`src/rtl/ext_stat_pkg.sv`:
```
package ext_stat_pkg;
  // status byte bit positions (software decodes these)
  localparam int unsigned BIT_DCD  = 3;
  localparam int unsigned BIT_SYNC = 4;
  localparam int unsigned BIT_CTS  = 5;
  localparam int unsigned BIT_URUN = 6;
  localparam int unsigned BIT_BRK  = 7;
  localparam int unsigned STAT_W   = 8;
  // source indices into the enable mask
  localparam int unsigned SRC_CTS  = 0;
  localparam int unsigned SRC_DCD  = 1;
  localparam int unsigned SRC_SYNC = 2;
  localparam int unsigned SRC_BRK  = 3;
  localparam int unsigned SRC_URUN = 4;
  localparam int unsigned NUM_SRC  = 5;
  localparam int unsigned NUM_LVL  = 3;  // pin sources that latch
endpackage

```
`src/rtl/esm_sync.sv`:
```
module esm_sync #(
  parameter int unsigned W      = 3,
  parameter int unsigned STAGES = 2
) (
  input  logic         clk,
  input  logic         rst_n,
  input  logic [W-1:0] d_i,
  output logic [W-1:0] q_o
);
  for (genvar g = 0; g < STAGES; g++) begin : g_stg
    logic [W-1:0] q;
    if (g == 0) begin : g_first
      always_ff @(posedge clk or negedge rst_n)
        if (!rst_n) q <= '0;
        else        q <= d_i;
    end else begin : g_next
      always_ff @(posedge clk or negedge rst_n)
        if (!rst_n) q <= '0;
        else        q <= g_stg[g-1].q;
    end
  end
  assign q_o = g_stg[STAGES-1].q;
endmodule

```
`src/rtl/esm_level_src.sv`:
```
module esm_level_src (
  input  logic clk,
  input  logic rst_n,
  input  logic live_i,   // synchronized level
  input  logic arm_i,    // may trigger
  input  logic ie_i,     // enable: selects latched view
  input  logic hold_i,   // request pending: latch frozen
  output logic trig_o,
  output logic shown_o
);
  logic lat_q;

  always_ff @(posedge clk or negedge rst_n)
    if (!rst_n)       lat_q <= 1'b0;
    else if (!hold_i) lat_q <= live_i;

  assign trig_o  = arm_i & ~hold_i & (live_i ^ lat_q);
  assign shown_o = (ie_i & hold_i) ? lat_q : live_i;


  lat_frozen_chk: assert property (@(posedge clk) disable iff (!rst_n)
    hold_i |=> $stable(lat_q));
endmodule

```
`src/rtl/esm_event_src.sv`:
```
module esm_event_src (
  input  logic clk,
  input  logic rst_n,
  input  logic brk_i,
  input  logic ie_brk_i,
  input  logic ie_urun_i,
  input  logic urun_evt_i,
  input  logic send_abort_i,
  input  logic clr_urun_i,
  input  logic tx_en_i,
  output logic brk_bit_o,
  output logic urun_bit_o,
  output logic brk_trig_o,
  output logic urun_trig_o
);
  logic brk_q, brk_prev, urun_q, tx_en_q;
  logic urun_set;

  assign urun_set = urun_evt_i | send_abort_i | (tx_en_q & ~tx_en_i);

  always_ff @(posedge clk or negedge rst_n)
    if (!rst_n) begin
      brk_q    <= 1'b0;
      brk_prev <= 1'b0;
      urun_q   <= 1'b1;
      tx_en_q  <= 1'b1;
    end else begin
      brk_q    <= brk_i;
      brk_prev <= brk_q;
      tx_en_q  <= tx_en_i;
      if (urun_set)        urun_q <= 1'b1;
      else if (clr_urun_i) urun_q <= 1'b0;
    end

  assign brk_trig_o  = ie_brk_i & (brk_q ^ brk_prev);
  assign urun_trig_o = ie_urun_i & urun_set & ~urun_q;
  assign brk_bit_o   = brk_q;
  assign urun_bit_o  = urun_q;


  urun_sticky_chk: assert property (@(posedge clk) disable iff (!rst_n)
    urun_q && !clr_urun_i |=> urun_q);

  urun_set_chk: assert property (@(posedge clk) disable iff (!rst_n)
    urun_evt_i || send_abort_i |=> urun_q);
endmodule

```
`src/rtl/ext_status_monitor.sv`:
```
module ext_status_monitor
  import ext_stat_pkg::*;
#(
  parameter int unsigned SYNC_STAGES = 2
) (
  input  logic               clk,
  input  logic               rst_n,
  input  logic               clear_to_send_i,
  input  logic               carrier_det_i,
  input  logic               sync_pin_i,
  input  logic               brk_abort_i,
  input  logic               tx_underrun_i,
  input  logic               tx_enable_i,
  input  logic               send_abort_i,
  input  logic               clr_underrun_i,
  input  logic               clr_ext_irq_i,
  input  logic               async_mode_i,
  input  logic               xtal_sel_i,
  input  logic [NUM_SRC-1:0] ie_mask_i,
  output logic [STAT_W-1:0]  status_o,
  output logic               ext_irq_o
);
  logic [NUM_LVL-1:0] pin_raw, pin_sync, live_v, block_v, arm_v;
  logic [NUM_LVL-1:0] lvl_trig, lvl_shown;
  logic               xtal_force, pend_q;
  logic               brk_bit, urun_bit, brk_trig, urun_trig;

  always_comb begin
    pin_raw           = '0;
    pin_raw[SRC_CTS]  = clear_to_send_i;
    pin_raw[SRC_DCD]  = carrier_det_i;
    pin_raw[SRC_SYNC] = sync_pin_i;
  end

  esm_sync #(.W(NUM_LVL), .STAGES(SYNC_STAGES)) u_sync (
    .clk(clk), .rst_n(rst_n), .d_i(pin_raw), .q_o(pin_sync)
  );

  assign xtal_force = async_mode_i & xtal_sel_i;

  always_comb begin
    block_v           = '0;
    block_v[SRC_SYNC] = xtal_force;
    live_v            = pin_sync & ~block_v;
    arm_v             = ie_mask_i[NUM_LVL-1:0] & ~block_v;
  end

  for (genvar g = 0; g < NUM_LVL; g++) begin : g_lvl
    esm_level_src u_src (
      .clk(clk), .rst_n(rst_n),
      .live_i(live_v[g]), .arm_i(arm_v[g]), .ie_i(ie_mask_i[g]),
      .hold_i(pend_q), .trig_o(lvl_trig[g]), .shown_o(lvl_shown[g])
    );
  end

  esm_event_src u_evt (
    .clk(clk), .rst_n(rst_n),
    .brk_i(brk_abort_i), .ie_brk_i(ie_mask_i[SRC_BRK]),
    .ie_urun_i(ie_mask_i[SRC_URUN]), .urun_evt_i(tx_underrun_i),
    .send_abort_i(send_abort_i), .clr_urun_i(clr_underrun_i),
    .tx_en_i(tx_enable_i),
    .brk_bit_o(brk_bit), .urun_bit_o(urun_bit),
    .brk_trig_o(brk_trig), .urun_trig_o(urun_trig)
  );

  // event sources override a same-cycle clear; pin sources need !pend
  always_ff @(posedge clk or negedge rst_n)
    if (!rst_n) pend_q <= 1'b0;
    else        pend_q <= (pend_q & ~clr_ext_irq_i) | (|lvl_trig) | brk_trig | urun_trig;

  assign ext_irq_o = pend_q;

  always_comb begin
    status_o           = '0;
    status_o[BIT_BRK]  = brk_bit;
    status_o[BIT_URUN] = urun_bit;
    status_o[BIT_CTS]  = lvl_shown[SRC_CTS];
    status_o[BIT_DCD]  = lvl_shown[SRC_DCD];
    status_o[BIT_SYNC] = lvl_shown[SRC_SYNC] & ~xtal_force;
  end


  irq_hold_chk: assert property (@(posedge clk) disable iff (!rst_n)
    ext_irq_o && !clr_ext_irq_i |=> ext_irq_o);

  brk_edge_irq_chk: assert property (@(posedge clk) disable iff (!rst_n)
    ie_mask_i[SRC_BRK] && !$stable(status_o[BIT_BRK]) |=> ext_irq_o);

  urun_rise_irq_chk: assert property (@(posedge clk) disable iff (!rst_n)
    $rose(status_o[BIT_URUN]) && $past(ie_mask_i[SRC_URUN]) |-> ext_irq_o);

  sync_forced_chk: assert property (@(posedge clk) disable iff (!rst_n)
    async_mode_i && xtal_sel_i |-> !status_o[BIT_SYNC]);
endmodule

```
`config.mk`:
```
export PLATFORM = sky130hd
export DESIGN_NAME = ext_status_monitor
export DESIGN_NICKNAME = d
export VERILOG_FILES = /design/src/rtl/ext_stat_pkg.sv /design/src/rtl/esm_sync.sv /design/src/rtl/esm_level_src.sv /design/src/rtl/esm_event_src.sv /design/src/rtl/ext_status_monitor.sv
export SDC_FILE = /design/constraint.sdc
export NUM_CORES = 1
export LEC_CHECK = 0
export ABC_CLOCK_PERIOD_IN_PS = 1110
export BUFFER_PORTS_ARGS = -buffer_cell sky130_fd_sc_hd__buf_2
export CAP_MARGIN = 20
export CORE_MARGIN = 10
export CORE_UTILIZATION = 43
export CTS_BUF_LIST = sky130_fd_sc_hd__clkbuf_4
export CTS_CLUSTER_SIZE = 24
export DETAILED_ROUTE_END_ITERATION = 10
export GPL_TIMING_DRIVEN = 0
export PLACE_DENSITY = 0.77
export SLEW_MARGIN = 0
export SYNTH_ARGS = -nofsm -noshare
export SYNTH_HDL_FRONTEND = slang
export SYNTH_HIERARCHICAL = 1
export SYNTH_SLANG_ARGS = --single-unit
```
`constraint.sdc`:
```
create_clock -name clk -period 1.11 [get_ports clk]
set_input_delay 0.222 -clock clk [delete_from_list [all_inputs] [get_ports clk]]
set_output_delay 0.222 -clock clk [all_outputs]
set_load 0.02 [all_outputs]
```
==> results of run 1 <==
==> final cells by class <==
cell class                 count  area (um^2)  share of cell area
sequential                    14          354               0.387
multi-input combinational     34          267               0.291
timing repair buffer          29          204               0.223
buffer                         5         45.0              0.0492
clock buffer                   3         22.5              0.0246
tap                           15         18.8              0.0205
clock inverter                 1         3.75             0.00410
==> synthesized netlist by cell type <==
cell      count  share of area
nand2_1       4          0.023
mux2_4        3          0.070
nand2b_1      4          0.039
dfrtp_1      12           0.47
and2_1        4          0.039
nor3_2        1          0.016
xnor2_1       3          0.041
nor3b_1       3          0.035
nand3_1       2          0.016
nor2_1        2          0.012
a21oi_1       1         0.0078
mux2_2        3          0.053
xor2_1        1          0.014
dfstp_2       2          0.082
buf_4         7          0.082
conb_1        1         0.0058
==> power by group <==
part | switching [mW] | total, mW | internal, mW
clock network | 0.143 | 0.273 | 0.130
logic | 0.253 | 0.667 | 0.414
registers | 0.0947 | 0.700 | 0.605
==> layout by cell type, fill, tap and decap left out <==
cell	instances
clkinv_1	1
a21oi_2	1
conb_1	3
nand2_2	3
buf_2	17
nand2_1	1
nor2_1	2
nor3b_1	3
and2_4	1
dfstp_2	2
xnor2_1	3
clkbuf_4	3
nand2b_4	1
mux2_4	3
xor2_1	1
nand2b_1	3
nand3_1	2
buf_4	7
dfrtp_2	1
buf_6	9
nor3_2	1
and2_1	3
dfrtp_1	11
dlygate4sd3_1	1
mux2_2	3
==> registers in the layout, indices dropped and copies added (netlist names) <==
| signal | count |
|---|---|
| u_evt/brk_bit_o | 1 |
| u_sync/g_stg.q | 3 |
| u_evt/tx_en_q | 1 |
| u_sync/q_o | 3 |
| ext_irq_o | 1 |
| u_evt/brk_prev | 1 |
| u_evt/urun_bit_o | 1 |
| g_lvl.u_src/lat_q | 3 |
==> cell families after synthesis <==
logic type                after synthesis  synth area share
AOI/OAI and AO/OA                       1           0.00777
muxes                                   6             0.123
xor gates and xnor gates                4            0.0545
other                                   1           0.00583
buffers and inverters                   7            0.0817
and+or+nand+nor                        20             0.179
DFF                                    14             0.549
==> final timing paths <==
| kind | depth (start not counted) | startpoint | end |
|---|---|---|---|
| min reg2reg | 0 | u_sync/g_stg[0].q[1] | u_sync/q_o[1] |
| min | 1 | tx_enable_i | u_evt/tx_en_q |
| max | 4 | ext_irq_o | status_o[4] |
| min in group asynchronous | 2 | rst_n | u_sync/q_o[2] |
| max in group asynchronous | 2 | rst_n | u_evt/tx_en_q |
| max reg2reg | 5 | u_evt/urun_bit_o | ext_irq_o |
==> worst max-delay path, delay by kind of cell (launching register included) <==
kind | cells | cell delay, ps
muxes | 1 | 290
buffers and inverters | 1 | 120
DFF | 1 | 470
and+or+nand+nor | 2 | 210
==> routing by layer <==
metal / wire length, um / GRT usage
met1: 461 / 0.0549
met3: 181 / 0.0515
met5: 0 / 0
met4: 10 / 0.0590
met2: 667 / 0.149
==> timing repair <==
action                                 in CTS  in global routing
pin swaps                                   2                  5
setup endpoints to repair                   6                  7
endpoints found under the hold margin      12                  0
hold buffers                                1                  0
setup buffers                               4                  1
resized for setup                          13                  4
==> per-stage QoR <==
step	setup WS (ps)	hold WS (ps)
4_1_cts	-489	43.4
5_1_grt	-542	24.6
3_5_place_dp	-248	121
6_report	-472	54.8
2_1_floorplan	-141	-73.6
3_3_place_gp	-235	124
==> run metrics, run 1 <==
status=complete, but fails checks; violated checks=negative setup slack; first drt pass iteration count=2; synthesized cell area=643 um^2; post-synthesis register bit count=14; NumNets Final=105; clock sinks=14; CP startpoint kind=flop; share of layout cells above drive strength 1=0.605; Antenna Violating Nets Remaining=0; PortBufs=23; fin. max-slew vios=0; largest net degree at the start of global routing=15; CP peak stage delay=470 ps; Setup WS post-layout=-472 ps; Reg clk slew, reported paths=80 ps; GRT Total Usage=0.0802; DRT iter0 DRCs=3; CTS Buffer Depth=2; Mapped Cells=53; total CTS buffers=3; max_cap viols=0; worst path cell trace=nand2_2 > mux2_4 > and2_4 > buf_6; area of the die=~0.0034 mm^2; syn_area_per_cell=12.1 um^2; Die Width=slightly below 60 um; H-Tree Depth=1; synthesis-to-finish area growth=42.2%; Setup Viol. Count Final=7; Crit-path slowest cell=dfrtp_2; leakage=0.451 nW; global-route wire length before repair=2080 um; Initial Utilization=0.476; Max Clk Rate=632 MHz; Hold Vio Cnt, Final=0; initial antenna violation count=0; clk_skew=1.60 ps; Antenna Cells=0; routability cong.=0.656; CTS root buf=clkbuf_4; post-place instance area=~800 um^2; Worst Path Required=~890 ps; core area=0.00135 mm^2; maximum VDD drop=968 uV; Synth cell types=16; final design utilization=0.677; sequential element share of the synthesized area=0.549; HPWL after DPL=920 um; RSZ-0062 raised after global routing=yes; total grt overflow=0; final cell count without fillers=around 100; Crit Path Category=reg -> out; num rows=13; Critical Path Fanout Max=6; kind of end point of the critical path=output pin; number of global-route vias before repair=approximately 530; Die Height=58.7 um; Vias=~470; flop2flop setup slack=-60 ps; min-delay worst type=in -> reg; PD cells=1790 mW/mm^2; wire per inst=13.1 um; Final Instance Area=915 um^2; arrival time of the worst setup path=between 1000 and 1500 ps; final worst-path cycle share=1.42; via density per instance=4.62; DRC viols=0; Ports=27; fill count=112; Tot Pwr=around 1.6 mW; Synth Warn #=6; Tmin final=1580 ps; CTS tree=built; Worst-Skew Late Latency=270 ps; Total Routed Length=1320 um; setup TNS=-1700 ps; placed cell count=93
(Power assumes the default switching activity.)
==> inputs of run 2 (changes only) <==
Settings changed: ABC_CLOCK_PERIOD_IN_PS 1110 to 1850, CORE_AREA from default to 10 10 47 49, CORE_MARGIN 10 to default, CORE_UTILIZATION 43 to default, DIE_AREA from default to 0 0 57 59, PLACE_DENSITY 0.77 to 0.82.
Clock period 1.11 ns to 1.85 ns, I/O delays scaled along.
==> run 2 against run 1 <==
Net effect: the run now ends clean; non-clock buffer count decreased by 1; final cell count unchanged; first-iteration DRC count shrank 33%; clock skew is essentially flat; sequential cell count unchanged; largest cell class unchanged.
==> run metrics, run 2 (synthesis gave the netlist of run 1 again) <==
Final Instance Area=836 um^2 (was 915 um^2); wire per inst=11.5 um (was 13.1 um); num rows=14 (was 13); Worst Path Required=1480 ps (was 890 ps); Setup Viol. Count Final=0 (was 7); Setup WS post-layout=104 ps (was -472 ps); RSZ-0062 raised after global routing=no (was yes); Crit Path Category=reg -> out (unchanged); commonest cells after routing, fill and taps aside=buf_2 (23), dfrtp_1 (11), buf_4 (8) (was buf_2 (17), dfrtp_1 (11), buf_6 (9)); post-place instance area=786 um^2 (was 803 um^2); Die Height=59 um (was 58.7 um); min-delay worst type=in -> reg (unchanged); leakage=0.416 nW (was 0.451 nW); final worst-path cycle share=0.944; Worst-Skew Late Latency=270 ps (about the same); total grt overflow=0 (unchanged); DRT iter0 DRCs=2 (was 3); Die Width=57 um (was 58.7 um); Max Clk Rate=573 MHz; Psw=0.278 mW (was 0.491 mW); sequential power share=0.453 (was 0.427); first drt pass iteration count=4 (was 2); via density per instance=4.47 (was 4.62); synthesis-to-finish area growth=30.0% (was 42.2%); Initial Utilization=0.459 (was 0.476); largest net degree at the start of global routing=15 (unchanged); number of global-route vias before repair=449 (was 533); clock power share=0.181 (was 0.166); post-place setup slack=247 ps (was -248 ps); clk_skew=1.72 ps (was 1.60 ps); sw frac=0.306 (was 0.299); fin. max-slew vios=0 (unchanged); core area=0.00140 mm^2 (was 0.00135 mm^2); setup TNS=0 ps (was -1700 ps); PortBufs=23 (unchanged); Vias=451 (was 467); Logic pwr share=0.366 (was 0.407); HPWL after DPL=955 um (was 920 um); maximum VDD drop=576 uV (was 968 uV); CTS tree=built (unchanged); Total Routed Length=1160 um (was 1320 um); CP startpoint kind=flop (unchanged); status=complete, no violations (was complete, but fails checks); critical path capture point=status_o[4] (unchanged); Hold Vio Cnt, Final=0 (unchanged); routability cong.=0.677 (was 0.656); H-Tree Depth=1 (unchanged); Critical R2R Launch=ext_irq_o (was u_evt/urun_bit_o); Reg clk slew, reported paths=80 ps (about the same); commonest non-fill, non-tap cell in the layout=buf_2 (unchanged); max_cap viols=0 (unchanged); internal power=0.631 mW (was 1.15 mW); Reg2Reg Depth=3 (was 5); CTS root buf=clkbuf_4 (unchanged); initial antenna violation count=0 (unchanged); NumNets Final=104 (was 105); kind of end point of the critical path=output pin (unchanged); total CTS buffers=3 (unchanged); reg-to-reg critical path endpoint=g_lvl[0].u_src/lat_q (was ext_irq_o); Setup crit start=ext_irq_o (unchanged); area of the die=0.00336 mm^2 (was 0.00344 mm^2); Critical Path Fanout Max=6 (unchanged); DRC viols=0 (unchanged); Tmin final=approximately 1700 ps; global-route wire length before repair=1880 um (was 2080 um); flop2flop setup slack=700 ps (was -60 ps); clock sinks=14 (unchanged); PD cells=1090 mW/mm^2 (was 1790 mW/mm^2); GRT Total Usage=0.0712 (was 0.0802); Antenna Cells=0 (unchanged); arrival time of the worst setup path=1380 ps (was 1360 ps); Antenna Violating Nets Remaining=0 (unchanged); share of layout cells above drive strength 1=0.529 (was 0.605); CTS Buffer Depth=2 (unchanged); Ports=27 (unchanged)
-- run 2: changes by cell type in the layout (fill, tap and decap cells not counted), moves of 3 or more --
cell     change
buf_6        -9
buf_2        +6
nand2_1      +3
nand2_2      -3
-- run 2: final cells by class --
cell class / count / area (um^2)
Fill cell: 137 / 566
Sequential cell: 14 / 354
Multi-Input combinational cell: 34 / 245
Timing Repair Buffer: 26 / 138
Buffer: 7 / 52.6
Clock buffer: 3 / 22.5
Tap cell: 16 / 20.0
Clock inverter: 1 / 3.75
-- run 2: routing by layer --
layer,global-route usage,share of wire
met4,0.0604,0.0069
met2,0.102,0.41
met3,0.0515,0.15
met5,0,0
met1,0.0673,0.43
-- run 2: how the worst min path moves through the flow --
stage	from	end	slack [ps]	depth (start not counted)
2_1_floorplan	rst_n	ext_irq_o	70	0
4_1_cts	clear_to_send_i	u_sync/g_stg[0].q[0]	190	1
3_5_place_dp	rst_n	u_sync/q_o[0]	270	1
5_1_grt	brk_abort_i	u_evt/brk_bit_o	180	1
3_3_place_gp	rst_n	g_lvl[1].u_src/lat_q	270	1
6_report	tx_enable_i	u_evt/tx_en_q	200	1
-- run 2: per-stage QoR --
step / instances / util / power [mW] / hold slack [ps]
final: 101 / 0.596 / 0.908 / 200
after global routing: 101 / 0.596 / 0.974 / 176
after CTS: 99 / 0.588 / 0.897 / 188
after detailed placement: 94 / 0.561 / 0.725 / 269
after global placement: 94 / 0.561 / 0.710 / 267
after floorplan: 55 / - / 0.643 / 74.4
-- run 2: timing repair --
action                                  4_1_cts  5_1_grt
endpoints found under the setup margin        3        1
hold endpoints to repair                     12        0
setup buffers                                 0        2
gates resized for setup                       1        0
hold buffers                                  1        0
-- run 2: power by group through the flow --
stage               logic [mW]  clock network, mW  registers [mW]
floorplan                0.214                  0           0.430
global placement         0.285                  0           0.425
detailed placement       0.296                  0           0.430
CTS                      0.298              0.174           0.426
global route             0.361              0.190           0.424
finish                   0.332              0.164           0.411
-- run 2: critical path, stage by stage (launching register included) --
cell and delay [ps]:
dfrtp_2 440, nand2_1 90, mux2_4 290, and2_1 130
buf_2 150
==> inputs of run 3 (changes only) <==
Settings changed: RECOVER_POWER from default to 50.
==> run 3 against run 2 <==
Net effect: first-iteration DRC count is 50% higher; worst setup slack hardly changed; via count stayed put; critical path depth stayed put; combinational power hardly changed; register-to-register slack hardly changed; sequential cell count stayed put; sequential power hardly changed; non-clock buffer count stayed put; fmax hardly changed; worst hold slack hardly changed; core utilization is 0.089 points lower; critical endpoint unchanged; largest cell class unchanged.
==> run metrics, run 3 (synthesis gave the netlist of run 1 again) <==
leakage=0.412 nW (was 0.416 nW); routability cong.=0.677 (unchanged); Worst Path Required=1480 ps (about the same); sequential power share=0.453 (about the same); Antenna Violating Nets Remaining=0 (unchanged); kind of end point of the critical path=output pin (unchanged); Ports=27 (unchanged); CTS tree=built (unchanged); Max Clk Rate=573 MHz (about the same); DRT iter0 DRCs=3 (was 2); final worst-path cycle share=0.943 (was 0.944); Die Height=59 um (unchanged); PortBufs=23 (unchanged); arrival time of the worst setup path=1380 ps (about the same); Hold Vio Cnt, Final=0 (unchanged); final cell count without fillers=101 (unchanged); Tot Pwr=0.907 mW (was 0.908 mW); Worst-Margin Slew=694 ps; Vias=451 (unchanged); via density per instance=4.47 (unchanged); CP peak stage delay=440 ps (about the same); synthesis-to-finish area growth=29.8% (was 30.0%); Psw=0.277 mW (was 0.278 mW); number of global-route vias before repair=449 (unchanged); RSZ-0062 raised after global routing=no (unchanged); final design utilization=0.596 (about the same); core area=0.00140 mm^2 (unchanged); Reg2Reg Depth=3 (unchanged); worst path cell trace=nand2_1 > mux2_4 > and2_1 > buf_2 (unchanged); reg-to-reg critical path endpoint=g_lvl[0].u_src/lat_q (unchanged); worst hold slack=200 ps (about the same); first drt pass iteration count=4 (unchanged); Crit Path Category=reg -> out (unchanged); status=complete, no violations (unchanged); Logic pwr share=0.366 (about the same); CTS root buf=clkbuf_4 (unchanged); HPWL after DPL=955 um (unchanged); Tmin final=1750 ps (about the same); Antenna Cells=0 (unchanged); Critical R2R Launch=ext_irq_o (unchanged); setup TNS=0 ps (unchanged); clock power share=0.181 (about the same); num rows=14 (unchanged); GRT Total Usage=0.0712 (unchanged); placed cell count=94 (unchanged); H-Tree Depth=1 (unchanged); Reg clk slew, reported paths=80 ps (about the same); NumNets Final=104 (unchanged); area of the die=0.00336 mm^2 (unchanged); share of layout cells above drive strength 1=0.506 (was 0.529); fin. max-slew vios=0 (unchanged); commonest cells after routing, fill and taps aside=buf_2 (22), dfrtp_1 (11), buf_4 (8) (was buf_2 (23), dfrtp_1 (11), buf_4 (8)); Setup Viol. Count Final=0 (unchanged); CTS Buffer Depth=2 (unchanged); hold path startpoint=tx_enable_i (unchanged); flop2flop setup slack=710 ps (was 700 ps); wire per inst=11.5 um (about the same); max_cap viols=0 (unchanged); CP startpoint kind=flop (unchanged); global-route wire length before repair=1880 um (unchanged); Rel. slew slack=0.537; clock sinks=14 (unchanged); largest net degree at the start of global routing=15 (unchanged); min-delay worst type=in -> reg (unchanged); maximum VDD drop=577 uV (was 576 uV); Initial Utilization=0.459 (unchanged); initial antenna violation count=0 (unchanged); Worst-Skew Late Latency=270 ps (about the same); sw frac=0.306 (about the same); Setup crit start=ext_irq_o (unchanged); Critical Path Fanout Max=6 (unchanged); total grt overflow=0 (unchanged); commonest non-fill, non-tap cell in the layout=buf_2 (unchanged); Die Width=57 um (unchanged); DRC viols=0 (unchanged); total CTS buffers=3 (unchanged); PD cells=1090 mW/mm^2 (about the same); internal power=0.630 mW (was 0.631 mW); clk_skew=1.68 ps (was 1.72 ps); Total Routed Length=1160 um (about the same); WHS Endpoint=u_evt/tx_en_q (unchanged); Crit-path slowest cell=dfrtp_2 (unchanged); worst hold stages=1 (unchanged)
run 3: cell types whose count changed in the layout (fill, tap and decap cells not counted), sizes merged:
cell and delta:
clkbuf +1, buf -1
run 3: worst max path at each step:
| stage | end | slack, ps |
|---|---|---|
| floorplan | status_o[4] | 290 |
| global placement | status_o[4] | 270 |
| detailed placement | status_o[4] | 250 |
| CTS | status_o[4] | 30 |
| global route | status_o[4] | 20 |
| finish | status_o[4] | 100 |
run 3: power by group through the flow:
stage               clock network, mW  logic (mW)  registers (mW)
floorplan                           0       0.214           0.430
global placement                    0       0.285           0.425
detailed placement                  0       0.296           0.430
CTS                             0.174       0.298           0.426
global route                    0.190       0.361           0.423
finish                          0.164       0.332           0.411
run 3: area by class of cell:
type                            instances  area, um^2
Multi-Input combinational cell         34         245
Sequential cell                        14         354
Buffer                                  7        52.6
Fill cell                             138         567
Clock inverter                          1        3.75
Clock buffer                            3        22.5
Timing Repair Buffer                   26         136
Tap cell                               16        20.0
run 3: what timing repair did:
action / 4_1_cts / 5_1_grt
setup buffers: 0 / 2
gates resized for setup: 1 / 0
gates cloned: 0 / 0
endpoints found under the hold margin: 12 / 0
endpoints found under the setup margin: 3 / 1
hold buffers: 1 / 0
run 3: per-layer routing:
layer,wire length [um],global-route usage
met3,171,0.0515
met4,8,0.0604
met5,0,0
met2,478,0.102
met1,499,0.0673
run 3: per-stage QoR:
| step | setup WS [ps] | cell area, um^2 |
|---|---|---|
| final | 105 | 835 |
| after global routing | 21.1 | 835 |
| after CTS | 30.1 | 823 |
| after detailed placement | 247 | 786 |
| after global placement | 266 | 786 |
| after floorplan | 288 | 651 |
run 3: worst max-delay path, delay by kind of cell, from the launching register on:
family / cells / cell delay, ps
and+or+nand+nor: 2 / 220
muxes: 1 / 290
DFF: 1 / 440
buffers and inverters: 1 / 150
